<file path="src/rtl/bcag_pkg.sv">
package bcag_pkg;

    typedef enum logic [1:0] {
        ST_IDLE  = 2'd0,
        ST_BURST = 2'd1,
        ST_PAGE  = 2'd2
    } bcag_state_e;

    localparam logic [2:0] LEN_1    = 3'b000;
    localparam logic [2:0] LEN_2    = 3'b001;
    localparam logic [2:0] LEN_4    = 3'b010;
    localparam logic [2:0] LEN_8    = 3'b011;
    localparam logic [2:0] LEN_PAGE = 3'b111;

endpackage

</file>
<file path="src/rtl/bcag_len_decode.sv">
module bcag_len_decode
    import bcag_pkg::*;
#(
    parameter int COL_W = 9
) (
    input  logic [2:0]       len_code,
    input  logic             order_il,
    output logic [COL_W-1:0] wrap_mask,
    output logic             page_mode
);

    localparam logic [COL_W-1:0] ALL_ONES = '1;

    always_comb begin
        wrap_mask = '0;
        page_mode = 1'b0;
        unique case (len_code)
            LEN_1: wrap_mask = COL_W'(0);
            LEN_2: wrap_mask = COL_W'(1);
            LEN_4: wrap_mask = COL_W'(3);
            LEN_8: wrap_mask = COL_W'(7);
            LEN_PAGE: begin
                if (!order_il) begin
                    wrap_mask = ALL_ONES;
                    page_mode = 1'b1;
                end else begin
                    // invalid pairing: single beat
                    wrap_mask = '0;
                end
            end
            default: wrap_mask = '0; // reserved codes: single beat
        endcase
    end

endmodule

</file>
<file path="src/rtl/bcag_addr_gen.sv">
module bcag_addr_gen #(
    parameter int COL_W = 9
) (
    input  logic [COL_W-1:0] base,
    input  logic [COL_W-1:0] mask,
    input  logic [COL_W-1:0] beat,
    input  logic             order_il,
    output logic [COL_W-1:0] addr
);

    logic [COL_W-1:0] seq_low;
    logic [COL_W-1:0] il_low;
    logic [COL_W-1:0] low;

    assign seq_low = base + beat;
    assign il_low  = base ^ beat;
    assign low     = order_il ? il_low : seq_low;

    // per-bit merge: wrapping bits from the stepped value, others from base
    for (genvar b = 0; b < COL_W; b++) begin : g_merge
        assign addr[b] = mask[b] ? low[b] : base[b];
    end

endmodule

</file>
<file path="src/rtl/burst_col_gen.sv">
module burst_col_gen
    import bcag_pkg::*;
#(
    parameter int COL_W = 9
) (
    input  logic             clk,
    input  logic             rst_n,
    input  logic             start_i,
    input  logic [COL_W-1:0] start_col_i,
    input  logic [2:0]       len_code_i,
    input  logic             order_il_i,
    input  logic             stop_i,
    output logic [COL_W-1:0] col_o,
    output logic             col_valid_o,
    output logic             col_last_o
);

    localparam int BEAT_W = COL_W;

    bcag_state_e      state_q, state_d;
    logic [COL_W-1:0] base_q;
    logic [COL_W-1:0] mask_q;
    logic             order_q;
    logic [BEAT_W-1:0] beat_q;

    logic [COL_W-1:0] dec_mask;
    logic             dec_page;
    logic             advance;
    logic [COL_W-1:0] gen_base;
    logic [COL_W-1:0] gen_mask;
    logic [BEAT_W-1:0] gen_beat;
    logic             gen_order;
    logic [COL_W-1:0] gen_addr;

    bcag_len_decode #(.COL_W(COL_W)) u_dec (
        .len_code  (len_code_i),
        .order_il  (order_il_i),
        .wrap_mask (dec_mask),
        .page_mode (dec_page)
    );

    always_comb begin
        advance = 1'b0;
        if (!start_i && !stop_i) begin
            unique case (state_q)
                ST_BURST: advance = (beat_q != mask_q);
                ST_PAGE:  advance = 1'b1;
                default:  advance = 1'b0;
            endcase
        end
    end

    always_comb begin
        state_d = state_q;
        if (start_i) begin
            state_d = dec_page ? ST_PAGE : ST_BURST;
        end else begin
            unique case (state_q)
                ST_IDLE:  state_d = ST_IDLE;
                ST_BURST: state_d = advance ? ST_BURST : ST_IDLE;
                ST_PAGE:  state_d = stop_i ? ST_IDLE : ST_PAGE;
                default:  state_d = ST_IDLE;
            endcase
        end
    end

    assign gen_base  = start_i ? start_col_i : base_q;
    assign gen_mask  = start_i ? dec_mask : mask_q;
    assign gen_order = start_i ? order_il_i : order_q;
    assign gen_beat  = start_i ? '0 : beat_q + BEAT_W'(1);

    bcag_addr_gen #(.COL_W(COL_W)) u_gen (
        .base     (gen_base),
        .mask     (gen_mask),
        .beat     (gen_beat),
        .order_il (gen_order),
        .addr     (gen_addr)
    );

    // state register and burst context
    always_ff @(posedge clk) begin
        if (!rst_n) begin
            state_q <= ST_IDLE;
            base_q  <= '0;
            mask_q  <= '0;
            order_q <= 1'b0;
            beat_q  <= '0;
        end else begin
            state_q <= state_d;
            if (start_i) begin
                base_q  <= start_col_i;
                mask_q  <= dec_mask;
                order_q <= order_il_i;
                beat_q  <= '0;
            end else if (advance) begin
                beat_q  <= gen_beat;
            end
        end
    end

    // output register
    always_ff @(posedge clk) begin
        if (!rst_n) begin
            col_o       <= '0;
            col_valid_o <= 1'b0;
            col_last_o  <= 1'b0;
        end else begin
            col_valid_o <= (state_d != ST_IDLE);
            col_o       <= (state_d != ST_IDLE) ? gen_addr : col_o;
            col_last_o  <= (state_d == ST_BURST) && (gen_beat == gen_mask);
        end
    end

    // idle means no beat
    assert_idle_quiet_R1: assert property (@(posedge clk) disable iff (!rst_n)
        (state_q == ST_IDLE) |-> (!col_valid_o && !col_last_o));

    // first beat is the start column
    assert_first_beat_R2: assert property (@(posedge clk) disable iff (!rst_n)
        start_i |=> (col_valid_o && col_o == $past(start_col_i)));

    // bits above the wrap group hold
    assert_upper_fixed_R4: assert property (@(posedge clk) disable iff (!rst_n)
        (col_valid_o && $past(col_valid_o) && !$past(start_i))
        |-> ((col_o & ~mask_q) == ($past(col_o) & ~mask_q)));

    // no last flag in page mode
    assert_page_no_last_R6: assert property (@(posedge clk) disable iff (!rst_n)
        (state_q == ST_PAGE) |-> !col_last_o);

    // last ends the burst
    assert_last_ends_R7: assert property (@(posedge clk) disable iff (!rst_n)
        (col_last_o && !start_i) |=> !col_valid_o);

    // stop without start ends output
    assert_stop_ends_R8: assert property (@(posedge clk) disable iff (!rst_n)
        (stop_i && !start_i) |=> !col_valid_o);

endmodule

</file>
<file path="config.mk">
export PLATFORM = sky130hd
export DESIGN_NAME = burst_col_gen
export DESIGN_NICKNAME = d
export VERILOG_FILES = /design/src/rtl/bcag_pkg.sv /design/src/rtl/bcag_len_decode.sv /design/src/rtl/bcag_addr_gen.sv /design/src/rtl/burst_col_gen.sv
export SDC_FILE = /design/constraint.sdc
export NUM_CORES = 1
export LEC_CHECK = 0
export BUFFER_PORTS_ARGS = -buffer_cell sky130_fd_sc_hd__buf_2
export CAP_MARGIN = 10
export CORE_UTILIZATION = 55
export DETAILED_ROUTE_END_ITERATION = 10
export GPL_TIMING_DRIVEN = 0
export PLACE_DENSITY_LB_ADDON = 0.2
export SLEW_MARGIN = 25
export SYNTH_ARGS = -nofsm -noshare
export SYNTH_HDL_FRONTEND = slang
export SYNTH_HIERARCHICAL = 1
export SYNTH_SLANG_ARGS = --single-unit
export TNS_END_PERCENT = 20
</file>
<file path="constraint.sdc">
create_clock -name clk -period 6.4 [get_ports clk]
set_input_delay 0.96 -clock clk [delete_from_list [all_inputs] [get_ports clk]]
set_output_delay 0.96 -clock clk [all_outputs]
set_load 0.03 [all_outputs]
</file>
* After elaboration in Yosys (flattened, before gate mapping)
Index checks and enable logic that the tools add are counted.
Operators by class: add/subtract/negate cells 2, eq/ne operators 9, muxes and demuxes 25, bitwise logic cells 2, reductions and logical operators 6
Operators by type and width (count):
- two-way mux 9 bit | 5
- case mux 9 bit (4 select lines) | 1
- two-way mux 1 bit | 14
- adder 9 x 1 -> 9 bit, second input constant | 1
- adder 9 bit | 1
- equality test 9 bit | 1
- inequality test 9 bit | 1
- bitwise XOR 9 bit | 1
- equality test 3 x 2 -> 1 bit, second input constant | 2
- two-way mux 2 bit | 3
- equality test 2 x 1 -> 1 bit, second input constant | 2
- case mux 2 bit (2 select lines) | 1
- equality test 3 x 1 -> 1 bit, second input constant | 1
- equality test 3 bit, second input constant | 1
- equality test 2 bit, second input constant | 1
- logical AND 1 bit | 2
- zero test 1 bit | 2
- case mux 1 bit (2 select lines) | 1
- nonzero test 2 bit | 1
- OR reduction 2 bit | 1
- NOT 1 bit | 1
Word-level totals: register bits 41, input port bits 17, output and inout port bits 11, logic and storage cells 52

* Depth between registers and ports, before layout
word-level depth 8, depth in mapped cells 13, gate-level depth less buffers 12

* Hierarchy
Netlist, hierarchy kept.
Modules (own cells, without submodules):
- burst_col_gen | times used 1, cells each 219, area each 2078.2 um^2
- bcag_addr_gen | times used 1, cells each 63, area each 494.2 um^2
- bcag_len_decode | times used 1, cells each 13, area each 92.6 um^2

* Worst setup path after synthesis
No wires, ideal clock.
kind in2reg, from in start_i, to reg col_o[6], setup time 0.117 ns, data arrival time 3.465 ns, slack 2.818 ns, stages 12, path through buf_2 buf_1 mux2_2 ha_1 fa_1 a211oi_2 nor3_1 a31oi_1 xnor2_1 mux2_2 nand3_1 o21ai_1
On the way: elaborated cells on any way between the ends 15
RTL lines:
- start: declaration | RTL line burst_col_gen.sv:8 | input logic start_i,
- two-way mux 9 bit
- named net gen_base[0] | RTL line burst_col_gen.sv:29 | logic [COL_W-1:0] gen_base;
- adder 9 bit | RTL line bcag_addr_gen.sv:15 | assign seq_low = base + beat;
- two-way mux 9 bit | RTL line bcag_addr_gen.sv:17 | assign low = order_il ? il_low : seq_low;
- two-way mux 1 bit | RTL line bcag_addr_gen.sv:21 | assign addr[b] = mask[b] ? low[b] : base[b];
- named net gen_addr[6] | RTL line burst_col_gen.sv:33 | logic [COL_W-1:0] gen_addr;
- end signal: assignment | RTL line burst_col_gen.sv:109 | col_o <= (state_d != ST_IDLE) ? gen_addr : col_o;
- end: declaration | RTL line burst_col_gen.sv:13 | output logic [COL_W-1:0] col_o,
The timed path passes the listed nets, and every way through them passes these cells. A chain may end at the register's enable or synchronous reset.

* Final worst setup path
Same ends and word-level chain as after synthesis.

==> reports/results.env <==
NUM_ANTENNA_CELLS=0
SYN_AVG_CELL_AREA_UM2=9.03
WORST_SETUP_HOLD_PATH_CLK_SLEW_PS=80
CP_MAX_FO=10
SYNTH_SEQ_CELLS=41
DRT_ITER0_MARKERS=146
TIMING.HOLD.WS_PS=450
DRIVE_GT1_FRAC=0.231
OUTCOME='completed'
WORSTHOLDPATHTYPE='flip-flop to flip-flop'
SLEW_VIOLATIONS=0
SYNTH_TOP_FLOP_CELL='sky130_fd_sc_hd__dfxtp_1'
IOS=28
SYNTH-EDFF-COUNT=0
CTS.ROOT.BUFFER_CELL='sky130_fd_sc_hd__clkbuf_8'
GLOBAL_ROUTE_OVERFLOW=0
DETAIL-ROUTE-ANTENNA-NETS=0
CTS.HTREE.LEVELS=2
PLACED_CELL_COUNT=373
PLACEMENT.IO_BUFFERS=26
FINALHOLDVIOLATIONS=0
CORE_AREA_UM2=4500
MAX_CLOCK_FREQ_MHz=271
POST_SYNTH_FA_HA_MAJ_AREA_FRACTION=0.0592
MAXIMUM_NUMBER_OF_PINS_ON_ONE_NET_BEFORE_GLOBAL_ROUTE_REPAIR=13
FILLERS=388
MAPPEDNETLISTNETS=324
FINISH.CELL_COUNT_WITHOUT_FILLERS=381
FINALCRITICALPERIOD_PS=3690
CLOCK_SINKS=41
SYNTH-COMPOUND-AREA-SHARE=0.106
POWER_LEAKAGE_nW=1.32
SETUP_TOTAL_NEGATIVE_SLACK_PS=0
SYNTH.LARGEST_AREA_CELL='sky130_fd_sc_hd__dfxtp_1'
FRACTION_OF_SYNTHESIZED_AREA_IN_MULTIPLEXERS=0.137
POSTCTSSETUPREPAIRBUFS=0
INITIAL_UTIL=0.592
POST_SYNTH_INSTANCE_AREA_UM2=2670
CLOCK_PATH_BUFFERS=2
FINAL.PERIOD_UTILIZATION=0.576
TIMING.CRITICAL_PATH.FROM_TYPE='input pin'
MAXIMUM_CAPACITANCE_VIOLATIONS=0
POSTSYNTH.ASYNCRESETSHARE=0
SYNTH_XOR_AREA_FRAC=0.115
WIRE_PER_INST_UM=14.6
RSZ0062_AT_GRT='false'
SYNTHESIS.INSTANCES=295
DR_TOTAL_VIAS=2089
POST_CTS_RESIZE_COUNT=0
ANTENNA_FOUND_INITIAL=0
ROUTED_WL_UM=5560
DOMINANT_COMBINATIONAL_CELL_FAMILY_BY_AREA_AFTER_SYNTHESIS='simple AND/OR/NAND/NOR gates'
SETUP_VIOLATIONS_FINAL=0
CTS_TREE='built'
SYNTH.YOSYS.WARNINGS=6
YS_TYPES=48
VIA_COUNT_OF_THE_FIRST_GLOBAL_ROUTING_PASS=2071
POWER_DENSITY_nW_PER_UM2=181
GPL.FINAL_WEIGHTED_CONGESTION=0.901
FP.DIEW_UM=71.6
POST-DP-HPWL_UM=4240
CTSHOLDBUFFERS=0
POST-ROUTE-UTIL=0.653
DIEAREA_UM2=5130
ROUTE.DETAILED.DRC=0
VDD.IR_DROP.WORST_mV=0.127
ROUTED_VIA_DENSITY=5.48
SIMPLE_GATE_SHARE_OF_THE_SYNTHESIZED_AREA=0.206
CLOCK_LATENCY_PS=300
DIE-HEIGHT_UM=71.6
CTS_MADE_BUFFERS=5
AREA_GROWTH_PCT=10.4
TRACK_USAGE=0.244
CLOCK-SKEW-FINAL_PS=4.36
YS_TOP_CELLS_BY_COUNT='41 x sky130_fd_sc_hd__dfxtp_1, 27 x sky130_fd_sc_hd__nor2_1, 20 x sky130_fd_sc_hd__mux2_2'
YOSYS.CELL_COUNT.TOP_TYPE='sky130_fd_sc_hd__dfxtp_1'
MAX_SLEW_MARGIN=0.533
CRITICALPATHCATEGORY='input pin to flip-flop'
REG2REG_SETUP_SLACK_PS=3510
FIRSTDRTPASSITERS=4
SYNTH_SEQ_AREA_SHARE=0.308
ROW_COUNT=24
WORSTMARGINPINSLEW_PS=698
SYNTH_TOP_CELL_AREA_SHARE=0.308
TIMING.CRITICAL_PATH.ARRIVAL_PS=3880
GRT_PASS1_WL_UM=9620
REQUIRED_PS=6590
NNETSFINAL=357
POST_SYNTH_MAIN_AREA_CONTRIBUTORS='sky130_fd_sc_hd__dfxtp_1 31%, sky130_fd_sc_hd__mux2_2 8.5%, sky130_fd_sc_hd__xnor2_1 6.2%, sky130_fd_sc_hd__mux2i_1 5.3%, sky130_fd_sc_hd__ha_1 5.2%'
CP-END-KIND='flip-flop'
## state kept, by name, summed over array words and instances, names as in the netlist
| signal | cells |
|---|---|
| col_valid_o | 1 |
| base_q | 9 |
| beat_q | 9 |
| order_q | 1 |
| mask_q | 9 |
| col_last_o | 1 |
| col_o | 9 |
| state_q | 2 |
## cell usage in the layout, fill, tap and decap left out, types with 2 or more instances in the layout
master,instances
sky130_fd_sc_hd__a211oi_1,3
sky130_fd_sc_hd__a21oi_1,9
sky130_fd_sc_hd__a31oi_1,2
sky130_fd_sc_hd__and2_1,16
sky130_fd_sc_hd__and4_1,2
sky130_fd_sc_hd__buf_1,3
sky130_fd_sc_hd__buf_2,29
sky130_fd_sc_hd__buf_4,7
sky130_fd_sc_hd__buf_6,4
sky130_fd_sc_hd__clkbuf_1,5
sky130_fd_sc_hd__clkbuf_8,5
sky130_fd_sc_hd__clkinv_2,2
sky130_fd_sc_hd__dfxtp_1,41
sky130_fd_sc_hd__ha_1,11
sky130_fd_sc_hd__inv_1,12
sky130_fd_sc_hd__mux2_2,20
sky130_fd_sc_hd__mux2i_1,14
sky130_fd_sc_hd__nand2_1,16
sky130_fd_sc_hd__nand2b_1,4
sky130_fd_sc_hd__nand3_1,15
sky130_fd_sc_hd__nand4_1,3
sky130_fd_sc_hd__nor2_1,27
sky130_fd_sc_hd__nor2b_1,9
sky130_fd_sc_hd__nor3_1,4
sky130_fd_sc_hd__nor4_1,2
sky130_fd_sc_hd__o21a_1,2
sky130_fd_sc_hd__o21ai_0,7
sky130_fd_sc_hd__o21ai_1,4
sky130_fd_sc_hd__o21bai_1,4
sky130_fd_sc_hd__xnor2_1,19
sky130_fd_sc_hd__xor2_1,9
## metrics by stage
step	cell area [µm²]	power, mW	setup WS, ps
floorplan	2670	0.346	2820
global placement	2860	0.368	2410
detailed placement	2860	0.371	2430
CTS	2940	0.537	2730
global route	2940	0.557	2550
finish	2940	0.532	2710
## kinds of logic (layout without fill, tap and decap cells)
logic type	Yosys count	after routing
adder cells (fa/ha/maj)	12	12
multiplexers	34	34
buffers and inverters	33	67
AND/OR/NAND/NOR	104	104
flip-flops	41	41
XOR/XNOR	31	31
AO/OA/AOI/OAI	40	40
## worst max-delay path, cell delays in order
cell and delay, ps:
sky130_fd_sc_hd__buf_2 200, sky130_fd_sc_hd__buf_1 540, sky130_fd_sc_hd__mux2_2 440, sky130_fd_sc_hd__ha_1 240, sky130_fd_sc_hd__fa_1 400, sky130_fd_sc_hd__a211oi_2 300
sky130_fd_sc_hd__nor3_1 130, sky130_fd_sc_hd__a31oi_1 220, sky130_fd_sc_hd__xnor2_1 80, sky130_fd_sc_hd__mux2_2 260, sky130_fd_sc_hd__nand3_1 60, sky130_fd_sc_hd__o21ai_1 70
## area by class of cell
type / instances / area, µm² / share of cell area
multi-input combinational: 221 / 1660 / 0.564
sequential: 41 / 821 / 0.279
buffer: 21 / 139 / 0.0472
timing repair buffer: 26 / 130 / 0.0442
clock buffer: 6 / 72.6 / 0.0247
tap: 52 / 65.1 / 0.0221
inverter: 12 / 45.0 / 0.0153
clock inverter: 2 / 10.0 / 0.00340
## power breakdown
group | leakage (nW) | internal (mW) | switching (mW)
registers | 0.335 | 0.265 | 0.00428
clock network | 0.0450 | 0.0757 | 0.0920
logic | 0.936 | 0.0415 | 0.0540
## worst paths after layout
check / from / endpoint / depth (start not counted)
worst max-delay path: start_i / col_o[6] / 12
worst max register to register: beat_q[1] / col_o[7] / 12
worst min-delay path: col_o[2] / col_o[2] / 2
worst min register to register: col_o[2] / col_o[2] / 2
## per-layer routing
metal / wire [µm] / vias up / GRT usage
li1: - / 1074 / -
met1: 2670 / 982 / 0.306
met2: 2670 / 26 / 0.428
met4: 74 / 0 / 0.0806
met5: 0 / - / 0
met3: 141 / 7 / 0.0380
(Power assumes the default switching activity.)
